`config.mk`:
```
export PLATFORM = sky130hd
export DESIGN_NAME = pcr_clk_recover
export DESIGN_NICKNAME = d
export VERILOG_FILES = /design/src/rtl/pcr_rec_pkg.sv /design/src/rtl/pcr_stc_counter.sv /design/src/rtl/pcr_cmp_ctl.sv /design/src/rtl/pcr_pwm_gen.sv /design/src/rtl/pcr_cpu_regs.sv /design/src/rtl/pcr_clk_recover.sv
export SDC_FILE = /design/constraint.sdc
export NUM_CORES = 1
export LEC_CHECK = 0
export BUFFER_PORTS_ARGS = -buffer_cell sky130_fd_sc_hd__buf_2
export CAP_MARGIN = 20
export CORE_MARGIN = 2
export CORE_UTILIZATION = 50
export CTS_BUF_LIST = sky130_fd_sc_hd__clkbuf_8 sky130_fd_sc_hd__clkbuf_16
export DETAILED_ROUTE_END_ITERATION = 10
export GPL_TIMING_DRIVEN = 0
export PLACE_DENSITY = 0.65
export SETUP_SLACK_MARGIN = 0.4
export SKIP_LAST_GASP = 1
export SLEW_MARGIN = 20
export SYNTH_ARGS = -nofsm -noshare
export SYNTH_HDL_FRONTEND = slang
export SYNTH_HIERARCHICAL = 1
export SYNTH_SLANG_ARGS = --single-unit
```
`constraint.sdc`:
```
create_clock -name clk -period 14.1 [get_ports clk]
set_clock_uncertainty 0.05 [all_clocks]
set_input_delay 2.115 -clock clk [delete_from_list [all_inputs] [get_ports clk]]
set_output_delay 2.115 -clock clk [all_outputs]
set_load 0.02 [all_outputs]
```
`src/rtl/pcr_rec_pkg.sv`:
```
package pcr_rec_pkg;
  localparam int BASE_W  = 33;
  localparam int EXT_W   = 9;
  localparam int DATA_W  = 32;
  localparam int ADDR_W  = 3;
  localparam int HI_BASE = BASE_W - DATA_W;

  typedef struct packed {
    logic [BASE_W-1:0] base;
    logic [EXT_W-1:0]  ext;
  } clk_ref_t;

  typedef enum logic [ADDR_W-1:0] {
    A_CTRL   = 3'd0,
    A_STAT   = 3'd1,
    A_XFER   = 3'd2,
    A_STC_HI = 3'd3,
    A_STC_LO = 3'd4,
    A_PCR_HI = 3'd5,
    A_PCR_LO = 3'd6
  } reg_addr_e;

  localparam int C_SW  = 0;
  localparam int C_LIM = 1;
  localparam int C_IE  = 2;
  localparam int C_RNG = 16;

  localparam int X_STC  = 0;
  localparam int X_PCR  = 1;
  localparam int X_LIVE = 2;

  function automatic logic [DATA_W-1:0] hi_word(input clk_ref_t r);
    return DATA_W'({r.ext, r.base[BASE_W-1:DATA_W]});
  endfunction

  function automatic logic [DATA_W-1:0] lo_word(input clk_ref_t r);
    return r.base[DATA_W-1:0];
  endfunction
endpackage

```
`src/rtl/pcr_stc_counter.sv`:
```
module pcr_stc_counter
  import pcr_rec_pkg::*;
#(
  parameter int EXT_MOD = 300
) (
  input  logic     clk,
  input  logic     rst,
  output clk_ref_t stc_o
);
  localparam logic [EXT_W-1:0] EXT_LAST = EXT_W'(EXT_MOD - 1);

  clk_ref_t stc_q;

  always_ff @(posedge clk) begin
    if (rst) begin
      stc_q <= '0;
    end else if (stc_q.ext == EXT_LAST) begin
      stc_q.ext  <= '0;
      stc_q.base <= stc_q.base + BASE_W'(1);
    end else begin
      stc_q.ext <= stc_q.ext + EXT_W'(1);
    end
  end

  assign stc_o = stc_q;

  p_ext_wrap_r1: assert property (@(posedge clk) disable iff (rst)
    (stc_q.ext == EXT_LAST) |=>
      (stc_q.ext == '0) && (stc_q.base == $past(stc_q.base) + BASE_W'(1)));

  p_ext_step_r1: assert property (@(posedge clk) disable iff (rst)
    (stc_q.ext != EXT_LAST) |=>
      (stc_q.ext == $past(stc_q.ext) + EXT_W'(1)) && $stable(stc_q.base));
endmodule

```
`src/rtl/pcr_cmp_ctl.sv`:
```
module pcr_cmp_ctl
  import pcr_rec_pkg::*;
#(
  parameter int EXT_MOD = 300,
  parameter int DUTY_W  = 8,
  parameter int RANGE_W = 16
) (
  input  logic               clk,
  input  logic               rst,
  input  logic               arrive_i,
  input  logic               disc_i,
  input  clk_ref_t           stc_live_i,
  input  clk_ref_t           pcr_in_i,
  input  logic               sw_mode_i,
  input  logic               lim_en_i,
  input  logic [RANGE_W-1:0] range_i,
  output clk_ref_t           stc_lat_o,
  output clk_ref_t           pcr_lat_o,
  output logic [DUTY_W-1:0]  duty_o
);
  localparam int DW   = BASE_W + EXT_W + 2;
  localparam int HALF = 2 ** (DUTY_W - 1);
  localparam logic signed [DW-1:0] POS_LIM = DW'(HALF - 1);
  localparam logic signed [DW-1:0] NEG_LIM = -DW'(HALF);
  localparam logic signed [DW-1:0] MOD_S   = DW'(EXT_MOD);

  clk_ref_t stc_lat_q, pcr_lat_q;
  logic upd_q;
  logic [DUTY_W-1:0] duty_q;

  always_ff @(posedge clk) begin
    if (rst) begin
      stc_lat_q <= '0;
      pcr_lat_q <= '0;
      upd_q     <= 1'b0;
    end else begin
      upd_q <= arrive_i && !disc_i;
      if (arrive_i) begin
        stc_lat_q <= stc_live_i;
        pcr_lat_q <= pcr_in_i;
      end
    end
  end

  logic signed [DW-1:0] d_base, d_ext, diff, mag;
  logic [DUTY_W-1:0] sat_duty;
  logic out_of_range;

  always_comb begin
    d_base = signed'(DW'(stc_lat_q.base)) - signed'(DW'(pcr_lat_q.base));
    d_ext  = signed'(DW'(stc_lat_q.ext))  - signed'(DW'(pcr_lat_q.ext));
    diff   = d_base * MOD_S + d_ext;
    mag    = (diff < 0) ? -diff : diff;
    out_of_range = mag > signed'(DW'(range_i));
    if (diff > POS_LIM)      sat_duty = {DUTY_W{1'b1}};
    else if (diff < NEG_LIM) sat_duty = '0;
    else                     sat_duty = DUTY_W'(diff + DW'(HALF));
  end

  always_ff @(posedge clk) begin
    if (rst) begin
      duty_q <= DUTY_W'(HALF);
    end else if (upd_q && !sw_mode_i && !(lim_en_i && out_of_range)) begin
      duty_q <= sat_duty;
    end
  end

  assign stc_lat_o = stc_lat_q;
  assign pcr_lat_o = pcr_lat_q;
  assign duty_o    = duty_q;

  p_lim_hold_r5: assert property (@(posedge clk) disable iff (rst)
    (upd_q && lim_en_i && (mag > signed'(DW'(range_i)))) |=> $stable(duty_q));

  p_sw_hold_r6: assert property (@(posedge clk) disable iff (rst)
    sw_mode_i |=> $stable(duty_q));

  p_disc_hold_r7: assert property (@(posedge clk) disable iff (rst)
    (arrive_i && disc_i) |=> ##1 $stable(duty_q));

  p_latch_r2: assert property (@(posedge clk) disable iff (rst)
    arrive_i |=> (pcr_lat_q == $past(pcr_in_i)) && (stc_lat_q == $past(stc_live_i)));
endmodule

```
`src/rtl/pcr_pwm_gen.sv`:
```
module pcr_pwm_gen #(
  parameter int DUTY_W = 8
) (
  input  logic              clk,
  input  logic              rst,
  input  logic [DUTY_W-1:0] duty_i,
  output logic              pwm_o
);
  localparam int HALF = 2 ** (DUTY_W - 1);

  logic [DUTY_W-1:0] cnt_q, duty_act_q;
  logic pwm_q;

  always_ff @(posedge clk) begin
    if (rst) begin
      cnt_q      <= '0;
      duty_act_q <= DUTY_W'(HALF);
      pwm_q      <= 1'b0;
    end else begin
      cnt_q <= cnt_q + DUTY_W'(1);
      pwm_q <= cnt_q < duty_act_q;
      if (cnt_q == {DUTY_W{1'b1}}) duty_act_q <= duty_i;
    end
  end

  assign pwm_o = pwm_q;

  p_duty_reload_r3: assert property (@(posedge clk) disable iff (rst)
    (cnt_q != {DUTY_W{1'b1}}) |=> $stable(duty_act_q));
endmodule

```
`src/rtl/pcr_cpu_regs.sv`:
```
module pcr_cpu_regs
  import pcr_rec_pkg::*;
#(
  parameter int RANGE_W = 16
) (
  input  logic               clk,
  input  logic               rst,
  input  logic               arrive_i,
  input  clk_ref_t           stc_live_i,
  input  clk_ref_t           stc_lat_i,
  input  clk_ref_t           pcr_lat_i,
  input  logic [ADDR_W-1:0]  addr_i,
  input  logic               wr_i,
  input  logic [DATA_W-1:0]  wdata_i,
  output logic [DATA_W-1:0]  rdata_o,
  output logic               sw_mode_o,
  output logic               lim_en_o,
  output logic [RANGE_W-1:0] range_o,
  output logic               irq_o
);
  logic sw_q, lim_q, ie_q, flag_q, irq_q;
  logic [RANGE_W-1:0] rng_q;
  clk_ref_t stc_snap_q, pcr_snap_q;
  logic [DATA_W-1:0] rdata_q;

  wire unused_wbits = ^{wdata_i[C_RNG-1:C_IE+1]};

  wire wr_ctrl = wr_i && (addr_i == A_CTRL);
  wire wr_stat = wr_i && (addr_i == A_STAT);
  wire wr_xfer = wr_i && (addr_i == A_XFER);

  always_ff @(posedge clk) begin
    if (rst) begin
      sw_q  <= 1'b0;
      lim_q <= 1'b0;
      ie_q  <= 1'b0;
      rng_q <= '0;
    end else if (wr_ctrl) begin
      sw_q  <= wdata_i[C_SW];
      lim_q <= wdata_i[C_LIM];
      ie_q  <= wdata_i[C_IE];
      rng_q <= wdata_i[C_RNG +: RANGE_W];
    end
  end

  always_ff @(posedge clk) begin
    if (rst) begin
      flag_q <= 1'b0;
      irq_q  <= 1'b0;
    end else begin
      irq_q <= arrive_i && ie_q;
      if (arrive_i)                  flag_q <= 1'b1;
      else if (wr_stat && !wdata_i[0]) flag_q <= 1'b0;
    end
  end

  always_ff @(posedge clk) begin
    if (rst) begin
      stc_snap_q <= '0;
      pcr_snap_q <= '0;
    end else if (wr_xfer) begin
      if (wdata_i[X_LIVE])     stc_snap_q <= stc_live_i;
      else if (wdata_i[X_STC]) stc_snap_q <= stc_lat_i;
      if (wdata_i[X_PCR])      pcr_snap_q <= pcr_lat_i;
    end
  end

  always_ff @(posedge clk) begin
    if (rst) begin
      rdata_q <= '0;
    end else begin
      case (addr_i)
        A_CTRL:   rdata_q <= DATA_W'({rng_q, {(C_RNG-C_IE-1){1'b0}}, ie_q, lim_q, sw_q});
        A_STAT:   rdata_q <= DATA_W'(flag_q);
        A_STC_HI: rdata_q <= hi_word(stc_snap_q);
        A_STC_LO: rdata_q <= lo_word(stc_snap_q);
        A_PCR_HI: rdata_q <= hi_word(pcr_snap_q);
        A_PCR_LO: rdata_q <= lo_word(pcr_snap_q);
        default:  rdata_q <= '0;
      endcase
    end
  end

  assign rdata_o   = rdata_q;
  assign sw_mode_o = sw_q;
  assign lim_en_o  = lim_q;
  assign range_o   = rng_q;
  assign irq_o     = irq_q;

  p_irq_pulse_r8: assert property (@(posedge clk) disable iff (rst)
    (arrive_i && ie_q) |=> irq_o);

  p_flag_set_r9: assert property (@(posedge clk) disable iff (rst)
    arrive_i |=> flag_q);

  p_snap_hold_r10: assert property (@(posedge clk) disable iff (rst)
    !wr_xfer |=> $stable(stc_snap_q) && $stable(pcr_snap_q));
endmodule

```
`src/rtl/pcr_clk_recover.sv`:
```
module pcr_clk_recover
  import pcr_rec_pkg::*;
#(
  parameter int EXT_MOD = 300,
  parameter int DUTY_W  = 8,
  parameter int RANGE_W = 16
) (
  input  logic              clk,
  input  logic              rst,
  input  logic              pcr_arrive_i,
  input  logic              pcr_disc_i,
  input  logic [32:0]       pcr_base_i,
  input  logic [8:0]        pcr_ext_i,
  input  logic [2:0]        bus_addr_i,
  input  logic              bus_wr_i,
  input  logic [31:0]       bus_wdata_i,
  output logic [31:0]       bus_rdata_o,
  output logic              irq_o,
  output logic              pwm_o
);
  clk_ref_t stc_live, stc_lat, pcr_lat, pcr_in;
  logic sw_mode, lim_en;
  logic [RANGE_W-1:0] range_w;
  logic [DUTY_W-1:0] duty;

  assign pcr_in.base = pcr_base_i;
  assign pcr_in.ext  = pcr_ext_i;

  pcr_stc_counter #(.EXT_MOD(EXT_MOD)) u_stc (
    .clk(clk), .rst(rst), .stc_o(stc_live)
  );

  pcr_cmp_ctl #(.EXT_MOD(EXT_MOD), .DUTY_W(DUTY_W), .RANGE_W(RANGE_W)) u_cmp (
    .clk(clk), .rst(rst),
    .arrive_i(pcr_arrive_i), .disc_i(pcr_disc_i),
    .stc_live_i(stc_live), .pcr_in_i(pcr_in),
    .sw_mode_i(sw_mode), .lim_en_i(lim_en), .range_i(range_w),
    .stc_lat_o(stc_lat), .pcr_lat_o(pcr_lat), .duty_o(duty)
  );

  pcr_pwm_gen #(.DUTY_W(DUTY_W)) u_pwm (
    .clk(clk), .rst(rst), .duty_i(duty), .pwm_o(pwm_o)
  );

  pcr_cpu_regs #(.RANGE_W(RANGE_W)) u_regs (
    .clk(clk), .rst(rst),
    .arrive_i(pcr_arrive_i),
    .stc_live_i(stc_live), .stc_lat_i(stc_lat), .pcr_lat_i(pcr_lat),
    .addr_i(bus_addr_i), .wr_i(bus_wr_i), .wdata_i(bus_wdata_i),
    .rdata_o(bus_rdata_o),
    .sw_mode_o(sw_mode), .lim_en_o(lim_en), .range_o(range_w),
    .irq_o(irq_o)
  );
endmodule

```
==> results.sh, run 1 <==
export IMPL_drt_iter0_markers=1348
export IMPL_diodes=0
export IMPL_synthToLayoutAreaGrowth_pct=12.51
export IMPL_cts_buffers=36
export IMPL_setup_viol=0
export IMPL_synth_compound_area_share_pct=19.90
export IMPL_cpMaxStageDelayCell="fa_1"
export IMPL_grt_use_met1_pct=37.33
export IMPL_io_buffers=99
export IMPL_status="finished clean"
export IMPL_synth_cells=2771
export IMPL_row_count=78
export IMPL_ant_nets=0
export IMPL_synth_top_area_cell="dfxtp_1"
export IMPL_clock_sinks=289
export IMPL_yosysMostFrequentCell="dfxtp_1"
export IMPL_grtUsageTotal_pct=29.61
export IMPL_syn_area_mm2=0.02324
export IMPL_maxCapViolCount=0
export IMPL_fp_dieW_um=219.6
export IMPL_synth_xor_area_share_pct=5.777
export IMPL_grt_max_degree=36
export IMPL_synth_top_area_share_pct=24.90
export IMPL_first_pass_iters=5
export IMPL_num_vias=20590
export IMPL_gp_congestion=0.9304
export IMPL_crit_fanout=10
export IMPL_htree_num_levels=2
export IMPL_ioPinCount=116
export IMPL_ys_seq_area_share_pct=24.90
export IMPL_nNetsFinal=3287
export IMPL_synth_cell_type_count=103
export IMPL_hold_viol=0
export IMPL_path_clk_slew_ps=60
export IMPL_finalWirelength_mm=71.14
export IMPL_synth_area_top_cells="dfxtp_1 (25%), ha_1 (12%), mux2i_1 (6.3%), fa_1 (5.9%), a21oi_1 (5.7%)"
export IMPL_final_cells=3546
export IMPL_busiest_layer="met2"
export IMPL_via_per_inst=5.807
export IMPL_overflow=0
export IMPL_grt_antenna_before_repair=1
export IMPL_maxSlewViolCount=0
export IMPL_clock_latency_ps=560
export IMPL_yosys_top_cells_count="dfxtp_1 (289), inv_1 (275), a21oi_1 (266)"
export IMPL_critPathArrivalTime_ps=13240
export IMPL_cp_end_kind="flop"
export IMPL_fin_crit_ps=12840
export IMPL_relSlewSlack_pct=25.13
export IMPL_async_flop_share_pct=0
export IMPL_synth_fa_ha_area_share_pct=17.54
export IMPL_die_area_mm2=0.04822
export IMPL_grtUsageMet3_pct=3.754
export IMPL_cpPeakStageDelay_ps=540
export IMPL_tightest_slew_ps=1120
export IMPL_place_hpwl_mm=56.80
export IMPL_grt_pass1_vias=20460
export IMPL_finalCritPeriodShare_pct=91.06
export IMPL_synth_nets=3138
export IMPL_dp_cells=3470
export IMPL_root_buffer="clkbuf_16"
export IMPL_cts_buffer_depth=3
export IMPL_avgSynthCellArea_um2=8.387
export IMPL_yosys_warnings=6
export IMPL_crit_type="flop to flop"
export IMPL_cts_tree="yes"
export IMPL_synth_top_family_by_area="compound AO/OA/AOI/OAI gates"
export IMPL_synth_ff_type="dfxtp_1"
export IMPL_start_kind="flop"
export IMPL_grt_util_met2_pct=50.30
export IMPL_cp_required_ps=14500
export IMPL_synth_edf_count=0
export IMPL_coreArea_mm2=0.04567
export IMPL_hold_class="flop to flop"
export IMPL_rsz0062_at_grt="false"
export IMPL_yosys_area_share_simple_pct=16.79
export IMPL_ys_ff_latch=289
export IMPL_synth_mux_area_fraction_pct=7.645
export IMPL_die_h_um=219.6
export IMPL_start_util_pct=50.88
export IMPL_wire_per_inst_um=20.06
export IMPL_drive_above_1_share_pct=12.12
export IMPL_timing_fmax_mhz=77.88
export IMPL_drc_errors=0
export IMPL_grt_pass1_wl_mm=112.0
[worst max-delay path: cells and delay by family (launching register included)]
family	cells	cell delay (ps)
buffers and inverters	9	1090
AO/OA/AOI/OAI	29	5060
XOR/XNOR	4	880
AND/OR/NAND/NOR	15	2490
adder cells (fa/ha/maj)	8	2850
flip-flops	1	320
[stage by stage]
stage / hold slack (ps) / util, % / TNS [ps] / cell area (µm²) / setup WS, ps
2_1_floorplan: 375.0 / - / 0 / 23240 / 1673
3_3_place_gp: 409.8 / 53.61 / -6673 / 24490 / -842.5
3_5_place_dp: 411.0 / 53.61 / -7890 / 24490 / -991.1
4_1_cts: 420.8 / 56.65 / 0 / 25870 / 401.9
5_1_grt: 442.1 / 57.25 / 0 / 26150 / 377.4
6_report: 418.0 / 57.25 / 0 / 26150 / 1260
[cell families (layout without fill, tap and decap cells)]
logic type | count (synthesis) | in the layout
AOI/OAI and AO/OA | 701 | 701
buffers and inverters | 413 | 588
adders and majority gates | 285 | 285
and+or+nand+nor | 759 | 759
DFF | 289 | 289
xor gates and xnor gates | 150 | 150
muxes | 174 | 174
[path summary, 6_finish.rpt]
path,cells after the start,slack [ps],startpoint,to
worst max-delay path,65,1260,u_cmp/stc_lat_o[9],u_cmp/duty_o[0]
worst max register to register,65,1260,u_cmp/stc_lat_o[9],u_cmp/duty_o[0]
worst min-delay path,2,420,u_pwm/duty_act_q[0],u_pwm/duty_act_q[0]
worst min register to register,2,420,u_pwm/duty_act_q[0],u_pwm/duty_act_q[0]
[placed cells by master, fill, tap and decap left out, types with 31 or more instances in the layout]
cell,count
a21oi_1,259
inv_1,279
nand4_1,32
xor2_1,57
nand2b_1,31
xnor2_1,82
nand3_1,90
nand2_1,155
dfxtp_1,288
mux2i_1,146
a21o_1,42
clkbuf_1,82
clkbuf_16,37
nor2_1,226
fa_1,68
buf_2,127
ha_1,211
o21ai_0,118
a211oi_2,42
[per-layer routing]
| metal | vias up | routed length, µm |
|---|---|---|
| met5 | - | 0 |
| met4 | 0 | 3339 |
| met3 | 162 | 3248 |
| met2 | 553 | 33490 |
| met1 | 9809 | 31060 |
| li1 | 10070 | - |
[registers in the layout, indices dropped and copies added (netlist names)]
register,cells
u_cmp/pcr_lat_o,42
u_cmp/stc_lat_o,42
u_regs/pcr_snap_q,42
u_regs/stc_snap_q,42
u_stc/stc_o,42
u_regs/rdata_o,32
u_regs/range_o,16
u_cmp/duty_o,8
u_pwm/cnt_q,8
u_pwm/duty_act_q,8
u_cmp/upd_q,1
u_pwm/pwm_o,1
u_regs/flag_q,1
u_regs/ie_q,1
u_regs/irq_o,1
u_regs/lim_en_o,1
u_regs/sw_mode_o,1
[what timing repair did]
action                     CTS  global route
resized for setup           10            53
pin swaps                    4            17
setup buffers                6             6
hold buffers                 0             0
setup endpoints to repair    8             8
[cell type report]
class                   count  area [µm²]
repair buffers            111       585.6
inverters                 277        1040
multi-input cells        2069       15980
plain buffers             136       705.7
clock inverters            23       312.8
well taps                 600       750.7
flip-flops and latches    289        5787
fillers                  4287       19530
clock buffers              41       980.9
Power of run 1 is left out: the tool's default activity adds up to more than one toggle a clock period on the data nets, which glitch-free logic cannot reach.
==> run 2: changes to the inputs <==
--- a/config.mk
+++ b/config.mk
@@ -6,5 +6,4 @@
 export NUM_CORES = 1
 export LEC_CHECK = 0
-export BUFFER_PORTS_ARGS = -buffer_cell sky130_fd_sc_hd__buf_2
 export CAP_MARGIN = 20
 export CORE_MARGIN = 2
@@ -12,6 +11,7 @@
 export CTS_BUF_LIST = sky130_fd_sc_hd__clkbuf_8 sky130_fd_sc_hd__clkbuf_16
 export DETAILED_ROUTE_END_ITERATION = 10
+export DONT_BUFFER_PORTS = 1
 export GPL_TIMING_DRIVEN = 0
-export PLACE_DENSITY = 0.65
+export PLACE_DENSITY = 0.63
 export SETUP_SLACK_MARGIN = 0.4
 export SKIP_LAST_GASP = 1
==> constraint.sdc (replaced) <==
create_clock -name clk -period 14.1 [get_ports clk]
set_clock_uncertainty 0.05 [all_clocks]
set_input_delay 1.41 -clock clk [delete_from_list [all_inputs] [get_ports clk]]
set_output_delay 1.41 -clock clk [all_outputs]
set_load 0.02 [all_outputs]
==> run 2 against run 1 <==
Design area shrank 2.5%. Core utilization down 1.4 points. Die area unchanged. First-iteration DRC count up 29%. Flip-flop and latch count did not move. Hold slack improved by 5.3 ps. Critical path type unchanged.
==> results.sh, run 2 (same netlist as run 1, synthesis figures left out) <==
export IMPL_crit_path_start="u_cmp/stc_lat_o[9]"
export IMPL_place_hpwl_mm=56.06
export IMPL_diodes=0
export IMPL_root_buffer="clkbuf_16"
export IMPL_die_area_mm2=0.04822
export IMPL_row_count=78
export IMPL_mostFrequentLayoutCells="dfxtp_1 (288), inv_1 (284), a21oi_1 (259)"
export IMPL_critPathArrivalTime_ps=13410
export IMPL_htree_num_levels=2
export IMPL_cts_hold_buffers=0
export IMPL_crit_type="flop to flop"
export IMPL_drc_errors=0
export IMPL_via_per_inst=5.934
export IMPL_cp_end_kind="flop"
export IMPL_design_area_mm2=0.02550
export IMPL_gp_congestion=0.9286
export IMPL_hold_viol=0
export IMPL_fp_dieW_um=219.6
export IMPL_first_pass_iters=7
export IMPL_timing_fmax_mhz=76.80
export IMPL_rr_endpoint="u_cmp/duty_o[3]"
export IMPL_crit_fanout=10
export IMPL_cts_buffer_depth=3
export IMPL_drt_iter0_markers=1745
export IMPL_ant_nets=0
export IMPL_crit_family="compound AO/OA/AOI/OAI gates"
export IMPL_rrSetupSlack_ps=1080
export IMPL_maxSlewViolCount=0
export IMPL_io_buffers=0
export IMPL_wire_per_inst_um=20.64
export IMPL_overflow=0
export IMPL_grt_pass1_wl_mm=110.6
export IMPL_rsz0062_at_grt="false"
export IMPL_place_area_mm2=0.02399
export IMPL_clock_sinks=289
export IMPL_drive_above_1_share_pct=8.650
export IMPL_cts_buffers=35
export IMPL_cpMaxStageDelayCell="xnor2_1"
export IMPL_cp_required_ps=14490
export IMPL_cts_tree="yes"
export IMPL_grt_antenna_before_repair=3
export IMPL_tightest_slew_ps=1204
export IMPL_cpPeakStageDelay_ps=530
export IMPL_finalCritPeriodShare_pct=92.35
export IMPL_relSlewSlack_pct=19.72
export IMPL_num_vias=20440
export IMPL_grt_max_degree=36
export IMPL_mostFrequentLayoutCell="dfxtp_1"
export IMPL_coreArea_mm2=0.04567
export IMPL_r2r_worst_path_cells=62
export IMPL_fin_crit_ps=13020
export IMPL_clock_latency_ps=560
export IMPL_start_kind="flop"
export IMPL_timing_rr_start="u_cmp/stc_lat_o[9]"
export IMPL_grtUsageTotal_pct=29.30
export IMPL_maxCapViolCount=0
export IMPL_hold_class="flop to flop"
export IMPL_path_clk_slew_ps=60
export IMPL_worst_hold_slack_ps=423.3
export IMPL_synthToLayoutAreaGrowth_pct=9.723
export IMPL_cp_depth=62
export IMPL_status="finished clean"
export IMPL_grt_pass1_vias=19870
export IMPL_fillers=4247
export IMPL_cp_endpoint="u_cmp/duty_o[3]"
export IMPL_worst_path_buf_inv=9
export IMPL_finalWirelength_mm=71.09
export IMPL_setup_viol=0
export IMPL_die_h_um=219.6
export IMPL_start_util_pct=50.88
export IMPL_crit_top_cell="ha_1"
export IMPL_ioPinCount=116
export IMPL_nNetsFinal=3188
==> run 2: per-stage QoR <==
| step | worst slack, ps | cells | TNS (ps) | utilization, % |
|---|---|---|---|---|
| final | 1079 | 3444 | 0 | 55.83 |
| after global routing | 343.6 | 3444 | 0 | 55.83 |
| after CTS | 436.9 | 3437 | 0 | 55.28 |
| after detailed placement | -866.5 | 3371 | -6883 | 52.53 |
| after global placement | -754.8 | 3371 | -6020 | 52.53 |
| after floorplan | 1673 | 2771 | 0 | - |
==> run 2: tightest hold or removal path: cells and delay by family (launching register included) <==
| family | cells | cell delay, ps |
|---|---|---|
| flip-flops | 1 | 310 |
| multiplexers | 1 | 50 |
| AND/OR/NAND/NOR | 1 | 60 |
==> run 2: layout make-up <==
cell class,instances,area [µm²],share of cell area (%)
Buffer,136,700.7,2.748
Clock buffer,39,942.2,3.695
Clock inverter,21,224.0,0.8783
Inverter,277,1040,4.078
Multi-Input combinational cell,2069,15950,62.53
Sequential cell,289,5787,22.69
Tap cell,600,750.7,2.944
Timing Repair Buffer,13,110.1,0.4318
==> run 2: routing by layer <==
metal | wire length (µm) | vias up | GRT usage (%)
li1 | - | 9886 | -
met5 | 40 | - | 0
met4 | 3216 | 6 | 12.66
met3 | 3629 | 152 | 3.782
met2 | 33700 | 615 | 50.06
met1 | 30510 | 9777 | 37.04
==> run 2: timing repair <==
| action | in CTS | in global routing |
|---|---|---|
| endpoints found under the setup margin | 8 | 8 |
| buffers inserted | 6 | 7 |
| endpoints found under the hold margin | 0 | 0 |
| gates resized for setup | 10 | 42 |
| pin swaps | 3 | 19 |
==> run 2: worst min path at each step <==
stage / start / end / cells past startpoint
6_report: u_pwm/duty_act_q[6] / u_pwm/duty_act_q[6] / 2
5_1_grt: u_cmp/duty_o[4] / u_pwm/duty_act_q[4] / 2
4_1_cts: u_regs/pcr_snap_q[1] / u_regs/pcr_snap_q[1] / 2
3_5_place_dp: u_regs/pcr_snap_q[4] / u_regs/pcr_snap_q[4] / 2
3_3_place_gp: u_regs/pcr_snap_q[36] / u_regs/pcr_snap_q[36] / 2
2_1_floorplan: u_regs/ie_q / u_regs/irq_o / 2
Power of run 2 is left out for the same reason.
